[src/rtl/dma_chain_seq.sv]
module dma_chain_seq #(
  parameter int ALIGN  = 5,
  parameter int NWORDS = 8
) (
  input  logic        clk,
  input  logic        rst_n,
  input  logic        reg_we,
  input  logic [2:0]  reg_idx,
  input  logic [31:0] reg_wdata,
  output logic [31:0] reg_rdata,
  output logic        mem_req,
  output logic [31:0] mem_addr,
  input  logic        mem_ack,
  input  logic [31:0] mem_rdata,
  output logic        mover_start,
  output logic [31:0] mover_info,
  output logic [31:0] mover_src,
  output logic [31:0] mover_dst,
  output logic [31:0] mover_len,
  output logic [31:0] mover_stride,
  input  logic        mover_done,
  input  logic        mover_wr_pending,
  input  logic        mover_err,
  output logic        irq
);
  localparam int CW = $clog2(NWORDS);
  localparam logic [31:0] LOWMASK = (32'd1 << ALIGN) - 32'd1;

  typedef enum logic [1:0] {S_IDLE, S_FETCH, S_START, S_BUSY} st_t;

  st_t         st;
  logic [31:0] cb_q;
  logic [31:0] dw [NWORDS];
  logic [CW-1:0] wcnt;
  logic        act, endf, intf, errf, done_seen;

  wire cs_wr    = reg_we && reg_idx == 3'd0;
  wire soft_rst = cs_wr && reg_wdata[31];
  wire loaded   = st == S_START || st == S_BUSY;
  wire skip     = cs_wr && reg_wdata[30] && loaded;
  wire finish   = st == S_BUSY && done_seen && !mover_wr_pending && act;
  wire [31:0] nxt = dw[5] & ~LOWMASK;

  assign mem_req      = st == S_FETCH && act;
  assign mem_addr     = cb_q | {{(32-CW-2){1'b0}}, wcnt, 2'b00};
  assign mover_start  = st == S_START && act;
  assign mover_info   = dw[0];
  assign mover_src    = dw[1];
  assign mover_dst    = dw[2];
  assign mover_len    = dw[3];
  assign mover_stride = dw[4];
  assign irq          = intf;

  always_ff @(posedge clk) begin
    if (!rst_n || soft_rst) begin
      st <= S_IDLE;
      cb_q <= '0;
      wcnt <= '0;
      act <= 1'b0;
      endf <= 1'b0;
      intf <= 1'b0;
      errf <= 1'b0;
      done_seen <= 1'b0;
      for (int i = 0; i < NWORDS; i++) dw[i] <= '0;
    end else begin
      if (mover_err) errf <= 1'b1;
      if (cs_wr) begin
        act <= reg_wdata[0];
        if (reg_wdata[1]) endf <= 1'b0;
        if (reg_wdata[2]) intf <= 1'b0;
      end
      if (reg_we && reg_idx == 3'd1) cb_q <= reg_wdata & ~LOWMASK;
      case (st)
        S_IDLE:  if (act && cb_q != '0) begin st <= S_FETCH; wcnt <= '0; end
        S_FETCH: if (mem_ack) begin
                   dw[wcnt] <= mem_rdata;
                   wcnt <= wcnt + 1'b1;
                   if (wcnt == CW'(NWORDS-1)) st <= S_START;
                 end
        S_START: if (act) begin st <= S_BUSY; done_seen <= 1'b0; end
        S_BUSY:  if (mover_done) done_seen <= 1'b1;
        default: st <= S_IDLE;
      endcase
      if (finish || skip) begin
        cb_q <= nxt;
        st <= (nxt != '0) ? S_FETCH : S_IDLE;
        wcnt <= '0;
        done_seen <= 1'b0;
      end
      if (finish) begin
        endf <= 1'b1;
        if (dw[0][0]) intf <= 1'b1;
      end
    end
  end

  always_comb begin
    case (reg_idx)
      3'd0:    reg_rdata = {23'd0, errf, 1'b0, mover_wr_pending, 1'b0, ~act, 1'b0, intf, endf, act};
      3'd1:    reg_rdata = cb_q;
      default: reg_rdata = dw[reg_idx - 3'd2];
    endcase
  end

  AST_FETCH_NONZERO: assert property (@(posedge clk) disable iff (!rst_n) mem_req |-> cb_q != '0);
  AST_START_SINGLE: assert property (@(posedge clk) disable iff (!rst_n) mover_start |=> !mover_start);
  AST_HOLD_PENDING: assert property (@(posedge clk) disable iff (!rst_n) (st == S_BUSY && mover_wr_pending && !reg_we) |=> $stable(cb_q));
  AST_IDLE_QUIET: assert property (@(posedge clk) disable iff (!rst_n) (st == S_IDLE) |-> !mover_start);
  AST_IRQ_WITH_END: assert property (@(posedge clk) disable iff (!rst_n) $rose(irq) |-> endf);
  AST_PAUSE_STILL: assert property (@(posedge clk) disable iff (!rst_n) !act |-> (!mover_start && !mem_req));
  AST_SOFT_RESET: assert property (@(posedge clk) disable iff (!rst_n) soft_rst |=> (cb_q == '0 && !irq));
endmodule

[config.mk]
export PLATFORM = sky130hd
export DESIGN_NAME = dma_chain_seq
export DESIGN_NICKNAME = d
export VERILOG_FILES = /design/src/rtl/dma_chain_seq.sv
export SDC_FILE = /design/constraint.sdc
export NUM_CORES = 1
export LEC_CHECK = 0
export BUFFER_PORTS_ARGS = -buffer_cell sky130_fd_sc_hd__buf_2
export CAP_MARGIN = 20
export CORE_MARGIN = 2
export CORE_UTILIZATION = 50
export CTS_CLUSTER_SIZE = 28
export DETAILED_ROUTE_END_ITERATION = 16
export HOLD_SLACK_MARGIN = 0.08
export PLACE_DENSITY_LB_ADDON = 0.25
export SYNTH_ARGS = -nofsm -noshare
export SYNTH_HDL_FRONTEND = slang
export SYNTH_SLANG_ARGS = --single-unit
[constraint.sdc]
create_clock -name clk -period 8.4 [get_ports clk]
set_input_delay 1.26 -clock clk [delete_from_list [all_inputs] [get_ports clk]]
set_output_delay 1.26 -clock clk [all_outputs]
set_load 0.005 [all_outputs]
==> results.py <==
metrics = {
    "outcome": {
        "status": "completed",
    },
    "clock_tree": {
        "cts_buffers": 24,
        "clock_path_buffers": 3,
        "htree_levels": 1,
        "cts_tree": "yes",
        "cts_resized": 0,
        "clkSinkCount": 229,
        "postCtsSetupBuffers": 0,
        "clock_latency_ns": 0.50,
        "cts_root_buf": "clkbuf_16",
        "hold_buffers": 0,
        "clk_pin_slew_ns": 0.06,
    },
    "sta": {
        "tightest_slew_ns": 1.024,
        "hold_violations": 0,
        "fin_setup_tns_ns": 0,
        "setup_ws_ns": 3.875,
        "fin_crit_ns": 4.525,
        "hold_slack_ns": 0.4791,
        "fmax_mhz": 221.0,
        "rsz0062_at_grt": "false",
        "relSlewSlack": 0.3175,
        "finalClockSkew_ns": 0.005995,
        "finalMaxSlewViolations": 0,
        "period_share": 0.5387,
        "finalSetupViolCount": 0,
    },
    "placement": {
        "place_congestion": 0.8294,
        "place_ws_ns": 3.595,
        "hpwl_um": 21340,
        "dp_cells": 1387,
        "numPortBuffers": 296,
    },
    "cells_and_area": {
        "post-route-util": 0.6251,
        "seq_area_um2": 6506,
        "nFillCells": 1782,
        "area_growth_pct": 23.26,
        "final_cells": 1437,
        "drive_above_1_share": 0.3723,
        "nets": 1218,
        "multi_input_area_um2": 4269,
    },
    "global_routing": {
        "grt_pass1_wl_um": 50340,
        "met1_usage": 0.3915,
        "track_usage": 0.2855,
        "grt_pass1_vias": 8077,
        "busiest_layer": "met2",
        "grt_max_degree": 65,
        "antenna_found_initial": 4,
        "use_met3": 0.05489,
        "gr-total-overflow": 0,
        "met2_usage": 0.4702,
    },
    "synth": {
        "ys_types": 46,
        "synth_flop_cell": "edfxtp_1",
        "async_flop_share": 0,
        "yosysWarnings": 0,
        "synthCells": 856,
        "synthTopCellsByCount": "and2_1, edfxtp_1, nor2_1",
        "syn_area_um2": 11030,
        "synth_edf_count": 192,
        "synth_top_area_frac": 0.5226,
        "synth_most_common_cell": "and2_1",
        "ys_seq_area_frac": 0.5897,
        "synth_area_leader_cell": "edfxtp_1",
        "syn_area_per_cell_um2": 12.89,
        "synth.area.top_cells": "edfxtp_1, and2_1, dfxtp_1",
        "synth-seq-cells": 229,
    },
    "floorplanning": {
        "die_w_um": 152.5,
        "dieArea_um2": 23270,
        "rows": 54,
        "coreArea_um2": 21760,
        "start_util": 0.5071,
        "die_h_um": 152.5,
        "io_pins": 301,
    },
    "routing": {
        "post-route-drc-count": 0,
        "drt_iter0_drc": 570,
        "viasPerCell": 5.658,
        "wl_per_cell_um": 23.46,
        "dr_total_vias": 8130,
        "antenna_left": 0,
        "wirelength_um": 33720,
        "drt-pass1-iter-count": 4,
    },
    "worst_setup_path": {
        "r2r_slack_ns": 5.52,
        "crit_start": "reg_idx[0]",
        "cp_max_fo": 47,
        "slowest_stage": "buf_4",
        "cp.arrival_ns": 3.27,
        "r2r_start": "st[1]",
        "r2r_cells": 6,
        "startpoint_type": "input pin",
        "crit_type": "input pin to output pin",
        "crit_path_end": "reg_rdata[30]",
        "crit_chain": "buf_4, inv_2, nor2_1, a21oi_1, o21ai_0, buf_2",
        "critPathCaptureType": "output pin",
        "critPathMaxStageDelay_ns": 0.70,
        "crit-reg2reg-capture": "dw[5][14]",
        "worstPathRequired_ns": 7.14,
    },
    "power_and_ir_drop": {
        "switchingPower_uw": 596.7,
        "p_per_area_nw_per_um2": 189.5,
        "clockPowerShare": 0.406,
        "seq_power_share": 0.504,
        "p_leak_nw": 5.732,
        "p_int_mw": 1.981,
        "switching_share": 0.2315,
        "ir_drop_mv": 0.1465,
        "pwr-share-comb": 0.090,
    },
    "hold_path": {
        "hp-class": "register to register",
    },
    "flow_run": {
        "cap_violations": 0,
    },
}
==> worst max-delay path: cells and delay by family <==
family,cells,cell delay (ns)
AO/OA/AOI/OAI,2,0.31
buffers and inverters,3,1.45
AND/OR/NAND/NOR,1,0.22
==> registers in the layout, indices dropped and copies added (netlist names), 2 cells and up <==
name,flops
dw,192
cb_q,27
wcnt,3
st,2
==> area by class of cell <==
cell class                      count  share of cell area
Antenna cell                        2           0.0003680
Clock buffer                       31             0.04839
Clock inverter                     13            0.008096
Inverter                            8            0.002208
Multi-Input combinational cell    560              0.3139
Sequential cell                   229              0.4784
Tap cell                          280             0.02576
Timing Repair Buffer              314              0.1228
==> per-stage QoR <==
step | power [mW] | cell area, um2
floorplan | 1.429 | 11040
global placement | 1.547 | 12750
detailed placement | 1.551 | 12750
CTS | 2.586 | 13520
global route | 2.653 | 13600
finish | 2.577 | 13600
==> power by group through the flow <==
stage | clock network, mW | registers (mW) | logic, mW
6_report | 1.05 | 1.30 | 0.231
5_1_grt | 1.10 | 1.30 | 0.250
4_1_cts | 1.06 | 1.30 | 0.229
3_5_place_dp | 0 | 1.32 | 0.228
3_3_place_gp | 0 | 1.32 | 0.225
2_1_floorplan | 0 | 1.32 | 0.109
==> worst min path at each step <==
stage / start / to / depth (start not counted)
after detailed placement: errf / errf / 2
after CTS: errf / errf / 2
after global placement: errf / errf / 2
after floorplan: endf / endf / 2
final: endf / endf / 2
after global routing: endf / endf / 2
==> cells by family (layout without fill, tap and decap cells) <==
kind of cell / count (synthesis) / after routing / share of synthesized area
adders and majority gates: 7 / 7 / 0.007938
buffers and inverters: 68 / 366 / 0.03175
AOI/OAI and AO/OA: 107 / 107 / 0.06986
DFF: 229 / 229 / 0.5897
and+or+nand+nor: 349 / 349 / 0.1771
other: 1 / 4 / 0.0003399
xor gates and xnor gates: 1 / 1 / 0.0007940
muxes: 94 / 94 / 0.1225
==> per-layer routing <==
layer | part of all wire | up-vias
met4 | 0.024 | 2
met3 | 0.084 | 57
met2 | 0.49 | 387
met1 | 0.40 | 4008
met5 | 0.00039 | -
li1 | - | 3676
==> layout by cell type, fill, tap and decap left out, drive strengths merged, types with 11 or more instances in the layout <==
master / count
a211oi: 27
a21oi: 32
and2: 194
buf: 314
clkbuf: 31
clkinv: 11
dfxtp: 37
edfxtp: 192
mux2i: 57
mux4: 32
nand2: 42
nor2: 64
nor4: 13
o21ai: 37
Note: power is estimated with default switching activity, not from simulation.
